File: src/rtl/vdc_pkg.sv
package vdc_pkg;

    localparam int NUM_CYC = 11;

    typedef enum logic [3:0] {
        CY_REF_STOP  = 4'd0,
        CY_REF_RESET = 4'd1,
        CY_REF_KEEP  = 4'd2,
        CY_WR        = 4'd3,
        CY_WRM_NP    = 4'd4,
        CY_WRM_P     = 4'd5,
        CY_BW        = 4'd6,
        CY_BWM_NP    = 4'd7,
        CY_BWM_P     = 4'd8,
        CY_LD_WMASK  = 4'd9,
        CY_LD_COLOR  = 4'd10
    } cyc_e;

    typedef enum logic [1:0] {
        ROW_IGNORE   = 2'd0,
        ROW_REFRESH  = 2'd1,
        ROW_RESERVED = 2'd2,
        ROW_WAIT     = 2'd3
    } row_act_e;

    typedef enum logic [1:0] {
        PEND_WR   = 2'd0,
        PEND_WRM  = 2'd1,
        PEND_LOAD = 2'd2
    } pend_e;

    typedef enum logic {
        PH_IDLE     = 1'b0,
        PH_WAIT_COL = 1'b1
    } phase_e;

    function automatic cyc_e col_classify(pend_e pend, logic dsf_col, logic persist);
        cyc_e t;
        unique case (pend)
            PEND_WR:  t = dsf_col ? CY_BW : CY_WR;
            PEND_WRM: begin
                if (dsf_col) t = persist ? CY_BWM_P : CY_BWM_NP;
                else         t = persist ? CY_WRM_P : CY_WRM_NP;
            end
            default:  t = dsf_col ? CY_LD_COLOR : CY_LD_WMASK;
        endcase
        return t;
    endfunction

endpackage

File: src/rtl/vdc_edge_detect.sv
module vdc_edge_detect #(
    parameter int N = 2
) (
    input  logic         clk,
    input  logic         rst_n,
    input  logic [N-1:0] lvl_n,
    output logic [N-1:0] fall
);
    logic [N-1:0] prev_d, prev_q;

    always_comb begin
        prev_d = lvl_n;
    end

    always_ff @(posedge clk or negedge rst_n) begin
        if (!rst_n) prev_q <= '1;
        else        prev_q <= prev_d;
    end

    for (genvar i = 0; i < N; i++) begin : g_fall
        assign fall[i] = prev_q[i] & ~lvl_n[i];
    end
endmodule

File: src/rtl/vdc_row_classify.sv
module vdc_row_classify
    import vdc_pkg::*;
(
    input  logic     cas_low,
    input  logic     trg_n,
    input  logic     we_n,
    input  logic     dsf,
    output row_act_e act,
    output cyc_e     ref_type,
    output pend_e    pend
);
    always_comb begin
        act      = ROW_IGNORE;
        ref_type = CY_REF_KEEP;
        pend     = PEND_WR;
        if (cas_low) begin
            unique case ({we_n, dsf})
                2'b00: act = trg_n ? ROW_IGNORE : ROW_RESERVED;
                2'b01: begin act = ROW_REFRESH; ref_type = CY_REF_STOP;  end
                2'b10: begin act = ROW_REFRESH; ref_type = CY_REF_RESET; end
                default: begin act = ROW_REFRESH; ref_type = CY_REF_KEEP; end
            endcase
        end else if (trg_n) begin
            unique case ({we_n, dsf})
                2'b00: begin act = ROW_WAIT; pend = PEND_WRM;  end
                2'b10: begin act = ROW_WAIT; pend = PEND_WR;   end
                2'b11: begin act = ROW_WAIT; pend = PEND_LOAD; end
                default: act = ROW_IGNORE;
            endcase
        end
    end
endmodule

File: src/rtl/vdram_cycle_decoder.sv
module vdram_cycle_decoder
    import vdc_pkg::*;
#(
    parameter int ADDR_W  = 9,
    parameter int STOP_W  = 4,
    parameter int STOP_LSB = 4
) (
    input  logic                clk,
    input  logic                rst_n,
    input  logic                ras_n,
    input  logic                casl_n,
    input  logic                casu_n,
    input  logic                trg_n,
    input  logic                we_n,
    input  logic                dsf,
    input  logic [ADDR_W-1:0]   addr_i,
    output logic [NUM_CYC-1:0]  cyc_type_o,
    output logic                reserved_o,
    output logic                pwpb_mode_o,
    output logic                stop_mode_o,
    output logic [STOP_W-1:0]   stop_code_o
);
    localparam logic [ADDR_W-1:0] STOP_MASK =
        ADDR_W'(((1 << STOP_W) - 1) << STOP_LSB);

    typedef struct packed {
        phase_e               ph;
        pend_e                pend;
        logic [NUM_CYC-1:0]   cyc;
        logic                 rsv;
        logic                 pwpb;
        logic                 stp;
        logic [STOP_W-1:0]    code;
    } st_t;

    st_t st_d, st_q;

    logic               cas_comb_n;
    logic [1:0]         falls;
    logic               row_fall, col_fall;
    row_act_e           row_act;
    cyc_e               ref_type;
    pend_e              row_pend;
    cyc_e               col_type;
    logic [ADDR_W-1:0]  addr_unused_bits;

    assign cas_comb_n       = casl_n & casu_n;
    assign addr_unused_bits = addr_i & ~STOP_MASK;

    vdc_edge_detect #(.N(2)) edge_i (
        .clk   (clk),
        .rst_n (rst_n),
        .lvl_n ({cas_comb_n, ras_n}),
        .fall  (falls)
    );
    assign row_fall = falls[0];
    assign col_fall = falls[1] & ~ras_n;

    vdc_row_classify row_i (
        .cas_low  (~cas_comb_n),
        .trg_n    (trg_n),
        .we_n     (we_n),
        .dsf      (dsf),
        .act      (row_act),
        .ref_type (ref_type),
        .pend     (row_pend)
    );

    assign col_type = col_classify(st_q.pend, dsf, st_q.pwpb);

    always_comb begin
        st_d     = st_q;
        st_d.cyc = '0;
        st_d.rsv = 1'b0;
        unique case (st_q.ph)
            PH_IDLE: begin
                if (row_fall) begin
                    unique case (row_act)
                        ROW_RESERVED: st_d.rsv = 1'b1;
                        ROW_REFRESH: begin
                            st_d.cyc[ref_type] = 1'b1;
                            if (ref_type == CY_REF_STOP) begin
                                st_d.stp  = 1'b1;
                                st_d.code = addr_i[STOP_LSB +: STOP_W];
                            end else if (ref_type == CY_REF_RESET) begin
                                st_d.stp  = 1'b0;
                                st_d.pwpb = 1'b0;
                            end
                        end
                        ROW_WAIT: begin
                            st_d.ph   = PH_WAIT_COL;
                            st_d.pend = row_pend;
                        end
                        default: ;
                    endcase
                end
            end
            default: begin
                if (ras_n) begin
                    st_d.ph = PH_IDLE;
                end else if (col_fall) begin
                    st_d.ph            = PH_IDLE;
                    st_d.cyc[col_type] = 1'b1;
                    if (col_type == CY_LD_WMASK) st_d.pwpb = 1'b1;
                end
            end
        endcase
    end

    always_ff @(posedge clk or negedge rst_n) begin
        if (!rst_n) begin
            st_q <= '{ph: PH_IDLE, pend: PEND_WR, cyc: '0, rsv: 1'b0,
                      pwpb: 1'b0, stp: 1'b0, code: '0};
        end else begin
            st_q <= st_d;
        end
    end

    assign cyc_type_o  = st_q.cyc;
    assign reserved_o  = st_q.rsv;
    assign pwpb_mode_o = st_q.pwpb;
    assign stop_mode_o = st_q.stp;
    assign stop_code_o = st_q.code;
endmodule

File: config.mk
export PLATFORM = sky130hd
export DESIGN_NAME = vdram_cycle_decoder
export DESIGN_NICKNAME = d
export VERILOG_FILES = /design/src/rtl/vdc_pkg.sv /design/src/rtl/vdc_edge_detect.sv /design/src/rtl/vdc_row_classify.sv /design/src/rtl/vdram_cycle_decoder.sv
export SDC_FILE = /design/constraint.sdc
export NUM_CORES = 1
export LEC_CHECK = 0
export BUFFER_PORTS_ARGS = -buffer_cell sky130_fd_sc_hd__buf_2
export CORE_ASPECT_RATIO = 0.8
export CORE_MARGIN = 2
export CORE_UTILIZATION = 45
export DETAILED_ROUTE_END_ITERATION = 7
export PLACE_DENSITY = 0.72
export SYNTH_ARGS = -nofsm -noshare
export SYNTH_HDL_FRONTEND = slang
export SYNTH_SLANG_ARGS = --single-unit
File: constraint.sdc
create_clock -name clk -period 2 [get_ports clk]
set_input_delay 0.6 -clock clk [delete_from_list [all_inputs] [get_ports clk]]
set_output_delay 0.6 -clock clk [all_outputs]
set_load 0.03 [all_outputs]
==> reports/summary.md, run 1 <==
## Timing
- 0 — final number of hold-violating endpoints
- 0 — final setup fails
- 1710 ps — Final Critical Period
- 0.666 — headroom to the max-slew limit
- no — unrepaired setup endpoints after global routing
- 0 ps — Total Negative Setup Slacks
- 0.854 — post-route clock period utilization
- 0 — Max Slew Vio Count
- 501 ps — measured slew at the worst slew-check pin
- 585 MHz — Max Clk Rate
- 0.668 ps — Setup Skew
- 292 ps — Setup WS post-layout

## Critical path
- buf_2, inv_1, ha_1, nor2b_1, and4b_1, mux2_4 — cell-by-cell trace of the critical path
- primary input — kind of launch point of the worst setup path
- simple AND/OR/NAND/NOR gates — cell family contributing the most delay on the critical path
- 400 ps — biggest cell delay along the critical path
- primary input to flop — critical path start-end classification
- sky130_fd_sc_hd__and4b_1 — cell at the slowest stage of the critical path
- 2 — number of buffers and inverters on the critical path
- 1920 ps — crit path DAT
- 5 — worst-path maximum fanout
- 2220 ps — required time of the critical path
- flop — critical path endpoint category

## Logic synthesis
- 0.0896 — mux contribution to synthesized area
- 0.0512 — synthesized-area fraction occupied by ao, oa, aoi and oai cells
- sky130_fd_sc_hd__dfrtp_1 — ys flop type
- 0 — Synth Area in XOR/XNOR
- 0.0640 — adder and majority gate portion of the synthesized area
- 23 — flops & latches, synth
- 1.00 — share of flip-flops with an asynchronous set or reset after synthesis
- 11.7 um^2 — Post-Syn Area per Cell
- 100 — Synth Instances
- 123 — Net Count, Synth
- simple AND/OR/NAND/NOR gates — largest family of logic cells by synthesized area
- 0.00117 mm^2 — Netlist Area Pre-Place
- 0 — number of flops mapped to enable cells by yosys
- 0.181 — Synth Area in Simple Gates
- 0 — YS warnings
- 0.493 — portion of the post-synthesis area used by sequential elements
- 29 — count of cell types in the netlist

## Final layout
- 0 — number of antenna cells inserted
- 167 — Non-Filler Instances
- 17.0% — Area growth syn-to-layout
- 0.00137 mm^2 — post-route standard cell area excluding fillers
- 0.466 — share of cells above drive strength 1
- 155 — Post-layout nets

## GRT
- 805 — via count of the first global-routing pass
- 0 — aggregate global routing overflow
- 0.165 — all-layer global routing usage
- 0 — antenna violations before repair
- 3670 um — global-route wire length before repair
- 24 — maximum number of pins on one net before global-route repair

## Floorplan
- 49.7 um — Die Ht
- 0.00246 mm^2 — core region area
- 16 — Cell Rows
- 61.1 um — die width
- 0.00304 mm^2 — area enclosed by the die boundary
- 35 — I/O pin cnt
- 0.477 — effective utilization at floorplan

## Place
- 0.725 — Final GP Congestion
- 0.00135 mm^2 — total placed instance area
- 163 — Cells after DPL
- -61.2 ps — placement-stage worst setup slack
- 29 — Port-buffer cells
- 1710 um — HPWL reported at the end of detailed placement

## Clocking
- 3 — number of buffers inserted during clock tree synthesis
- yes — TritonCTS clock tree
- 0 — Resized cells post-CTS
- 2 — maximum buffer depth of the clock tree
- sky130_fd_sc_hd__clkbuf_4 — CTS Root Cell
- 1 — Max H-tree Level
- 23 — number of sinks on the clock net
- 0 — number of post-CTS setup repair buffers
- 120 ps — clock edge transition at the registers on the reported setup and hold paths
- 320 ps — clock latency on the worst-skew pair
- 0 — cts-stage hold buffer count

## Drt
- 0 — DRC
- 22 — drt first-iter violations
- 4.89 — post-DR vias/cell
- 13.0 um — drt wl/cell
- 0 — number of antenna-violating nets in the routed design
- 2170 um — DRT Wirelength
- 4 — length of the first detailed-routing pass in iterations
- 816 — total number of vias

## Power
- 0.712 nW — Leak
- 739 mW/mm^2 — pwr dens
- 0.000494 V — Peak VDD IR

## Outcome
- finished clean — status

## Job
- 0 — count of maximum capacitance violations

## Worst hold path
- primary input to asynchronous set/reset pin — classification of the worst-slack hold path

==> report_power, final <==
part | switching, mW | internal [mW]
clock network | 0.143 | 0.0750
logic | 0.143 | 0.116
registers | 0.0301 | 0.507
total | 0.316 | 0.698
==> cells by family (layout without fill, tap and decap cells) <==
logic type      after synthesis  after routing
simple gates                 33             33
flops                        23             23
compound gates                9              9
buf+inv                      21             52
mux                           8              8
fa+ha+maj                     6              6
==> layout by cell type, fill, tap and decap left out, types with 2 or more instances in the layout <==
cell type and instances:
sky130_fd_sc_hd__dfrtp_1 21, sky130_fd_sc_hd__nand4_1 3, sky130_fd_sc_hd__nand2b_1 2, sky130_fd_sc_hd__nand3_1 3, sky130_fd_sc_hd__buf_4 14, sky130_fd_sc_hd__buf_2 29
sky130_fd_sc_hd__mux2_2 4, sky130_fd_sc_hd__and4b_1 2, sky130_fd_sc_hd__clkbuf_4 3, sky130_fd_sc_hd__dfstp_2 2, sky130_fd_sc_hd__nand3b_1 2, sky130_fd_sc_hd__nor2b_1 3
sky130_fd_sc_hd__nor2_1 6, sky130_fd_sc_hd__mux2_4 4, sky130_fd_sc_hd__nand2_1 5, sky130_fd_sc_hd__ha_1 6, sky130_fd_sc_hd__a21oi_1 4, sky130_fd_sc_hd__inv_1 5
==> worst paths after layout <==
kind | start | to | slack, ps | cells after the start
min reg2reg | stop_code_o[1] | stop_code_o[1] | 520 | 1
max reg2reg | pwpb_mode_o | pwpb_mode_o | 350 | 5
min | rst_n | reserved_o | 230 | 1
max | we_n | stop_code_o[0] | 290 | 6
min in group clk | ras_n | edge_i.prev_q[0] | 410 | 1
max in group asynchronous | rst_n | edge_i.prev_q[0] | 1420 | 1
==> stage by stage <==
| step | hold WS [ps] | total power, mW | util |
|---|---|---|---|
| floorplan | 304 | 0.742 | - |
| global placement | 487 | 0.797 | 0.546 |
| detailed placement | 489 | 0.807 | 0.546 |
| CTS | 238 | 1.03 | 0.557 |
| global route | 257 | 1.07 | 0.557 |
| finish | 226 | 1.01 | 0.557 |
==> sequential cells by signal (all words and copies together), names as in the netlist <==
| name | cells |
|---|---|
| stop_mode_o | 1 |
| stop_code_o | 4 |
| pwpb_mode_o | 1 |
| st_q | 3 |
| edge_i.prev_q | 2 |
| reserved_o | 1 |
| cyc_type_o | 11 |
==> final cells by class <==
type | count | area, um^2
Clock buffer | 3 | 22.5
Inverter | 5 | 18.8
Fill cell | 229 | 1090
Multi-Input combinational cell | 56 | 453
Clock inverter | 1 | 5.00
Timing Repair Buffer | 43 | 250
Tap cell | 36 | 45.0
Sequential cell | 23 | 578
==> cells in the mapped netlist (2+ instances only) <==
master	instances	area, um^2
sky130_fd_sc_hd__dfrtp_1	21	526
sky130_fd_sc_hd__buf_4	15	113
sky130_fd_sc_hd__ha_1	6	75.1
sky130_fd_sc_hd__nor2_1	6	22.5
sky130_fd_sc_hd__inv_1	5	18.8
sky130_fd_sc_hd__nand2_1	5	18.8
sky130_fd_sc_hd__a21oi_1	4	20.0
sky130_fd_sc_hd__mux2_2	4	45.0
sky130_fd_sc_hd__mux2_4	4	60.1
sky130_fd_sc_hd__nand3_1	3	15.0
sky130_fd_sc_hd__nand4_1	3	18.8
sky130_fd_sc_hd__nor2b_1	3	18.8
sky130_fd_sc_hd__and4b_1	2	20.0
sky130_fd_sc_hd__dfstp_2	2	52.6
sky130_fd_sc_hd__nand2b_1	2	12.5
sky130_fd_sc_hd__nand3b_1	2	15.0
==> layer usage <==
metal	share of wire	global-route usage
met1	0.44	0.203
met2	0.50	0.273
met3	0.043	0.0472
met4	0.016	0.0543
met5	0	0
Power figures use the tool's default switching activity.
==> inputs of run 2 (changes only) <==
--- a/config.mk
+++ b/config.mk
@@ -8,9 +8,9 @@
 export BUFFER_PORTS_ARGS = -buffer_cell sky130_fd_sc_hd__buf_2
 export CORE_ASPECT_RATIO = 0.8
 export CORE_MARGIN = 2
-export CORE_UTILIZATION = 45
+export CORE_UTILIZATION = 50
 export DETAILED_ROUTE_END_ITERATION = 7
-export PLACE_DENSITY = 0.72
+export PLACE_DENSITY = 0.79
 export SYNTH_ARGS = -nofsm -noshare
 export SYNTH_HDL_FRONTEND = slang
 export SYNTH_SLANG_ARGS = --single-unit
==> run 2 against run 1 <==
Compared with the run above: register-to-register slack worse by 50 ps; worst hold slack improved by 14 ps; cell area decreased by 1.0%; clock power decreased by 5%; setup slack got worse by 53 ps.
==> reports/summary.md, run 2 (synthesized netlist as in run 1, its figures left out) <==
## GRT
- 24 — maximum number of pins on one net before global-route repair
- 0 — antenna violations before repair
- 0.174 — all-layer global routing usage
- 0 — aggregate global routing overflow
- 751 — via count of the first global-routing pass
- 3420 um — global-route wire length before repair

## Floorplan
- 0.534 — effective utilization at floorplan
- 15 — Cell Rows
- 0.00220 mm^2 — core region area
- 58.2 um — die width
- 0.00275 mm^2 — area enclosed by the die boundary
- 35 — I/O pin cnt
- 47.3 um — Die Ht

## Drt
- 4 — length of the first detailed-routing pass in iterations
- 5.22 — post-DR vias/cell
- 5 — drt first-iter violations
- 815 — total number of vias
- 2190 um — DRT Wirelength
- 0 — number of antenna-violating nets in the routed design
- 0 — DRC
- 14.1 um — drt wl/cell

## Worst hold path
- primary input to asynchronous set/reset pin — classification of the worst-slack hold path

## Place
- 0.00133 mm^2 — total placed instance area
- 1730 um — HPWL reported at the end of detailed placement
- 29 — Port-buffer cells
- -101 ps — placement-stage worst setup slack
- 152 — Cells after DPL
- 0.779 — Final GP Congestion

## Clocking
- 120 ps — clock edge transition at the registers on the reported setup and hold paths
- sky130_fd_sc_hd__clkbuf_4 — CTS Root Cell
- 0 — cts-stage hold buffer count
- 1 — Max H-tree Level
- 300 ps — clock latency on the worst-skew pair
- 0 — Resized cells post-CTS
- 2 — maximum buffer depth of the clock tree
- 0 — number of post-CTS setup repair buffers
- 23 — number of sinks on the clock net
- 3 — number of buffers inserted during clock tree synthesis
- yes — TritonCTS clock tree

## Final layout
- 29 x sky130_fd_sc_hd__buf_2, 21 x sky130_fd_sc_hd__dfrtp_1, 14 x sky130_fd_sc_hd__buf_4, 6 x sky130_fd_sc_hd__nor2_1, 6 x sky130_fd_sc_hd__ha_1 — commonest non-fill, non-tap cells in the layout
- 0.619 — fraction of the core area covered by cells at the end of the flow
- 155 — Post-layout nets
- 11 — flip-flop count of the largest register after layout
- 156 — Non-Filler Instances
- sky130_fd_sc_hd__buf_2 — most common cell after layout, fill and taps aside
- 15.8% — Area growth syn-to-layout
- 0.466 — share of cells above drive strength 1
- 0.00136 mm^2 — post-route standard cell area excluding fillers
- 0 — number of antenna cells inserted

## Timing
- 0.675 — headroom to the max-slew limit
- 240 ps — Hold Slack
- 1760 ps — Final Critical Period
- 480 ps — measured slew at the worst slew-check pin
- 568 MHz — Max Clk Rate
- 239 ps — Setup WS post-layout
- 0 — Max Slew Vio Count
- 0.881 — post-route clock period utilization
- 0 — final number of hold-violating endpoints
- 2.29 ps — Setup Skew
- 0 ps — Total Negative Setup Slacks
- no — unrepaired setup endpoints after global routing
- 0 — final setup fails

## Critical path
- primary input — kind of launch point of the worst setup path
- 4 — worst-path maximum fanout
- 2000 ps — crit path DAT
- 2240 ps — required time of the critical path
- primary input to flop — critical path start-end classification
- flop — critical path endpoint category

## Power
- 0.304 — Sw Ratio
- 0.257 — combinational cell fraction of total power
- 0.536 — sequential cell fraction of total power
- 0.206 — clock group share of total power
- 0.304 mW — reported net switching power
- 738 mW/mm^2 — pwr dens
- 0.698 mW — P_int
- 0.712 nW — Leak
- 1.00 mW — total chip power
- 0.000482 V — Peak VDD IR

## Job
- 0 — count of maximum capacitance violations

## Outcome
- finished clean — status

-- run 2: cell counts in the layout (fill, tap and decap cells not counted) --
No cell type changed its count.
-- run 2: power groups by stage --
stage          logic, mW  registers, mW  clock network (mW)
2_1_floorplan      0.191          0.550                   0
3_3_place_gp       0.252          0.543                   0
3_5_place_dp       0.260          0.546                   0
4_1_cts            0.261          0.538               0.220
5_1_grt            0.278          0.544               0.231
6_report           0.258          0.537               0.207
-- run 2: routing by layer --
layer  share of wire  routed length [um]  GRT usage
met4          0.0064                  14     0.0419
met3           0.045                  98     0.0496
met1            0.44                 963      0.212
met2            0.51                1110      0.311
met5               0                   0          0
-- run 2: critical path, cell delays in order --
cell and delay, ps:
sky130_fd_sc_hd__buf_2 100, sky130_fd_sc_hd__buf_4 140, sky130_fd_sc_hd__ha_1 300, sky130_fd_sc_hd__nor4b_1 480, sky130_fd_sc_hd__o211ai_1 200, sky130_fd_sc_hd__o2bb2ai_1 170
-- run 2: area by class of cell --
class | instances | area [um^2]
fillers | 196 | 837
clock buffers | 3 | 22.5
flip-flops and latches | 23 | 578
repair buffers | 43 | 250
inverters | 5 | 18.8
multi-input cells | 56 | 453
clock inverters | 1 | 5.00
well taps | 25 | 31.3
-- run 2: final timing paths --
check,from,end,slack [ps],depth (start not counted)
max in group asynchronous,rst_n,edge_i.prev_q[0],1400,1
min reg2reg,stop_code_o[1],stop_code_o[1],520,1
min in group clk,ras_n,edge_i.prev_q[0],430,1
min,rst_n,cyc_type_o[4],240,1
max reg2reg,pwpb_mode_o,pwpb_mode_o,300,5
max,dsf,pwpb_mode_o,240,6
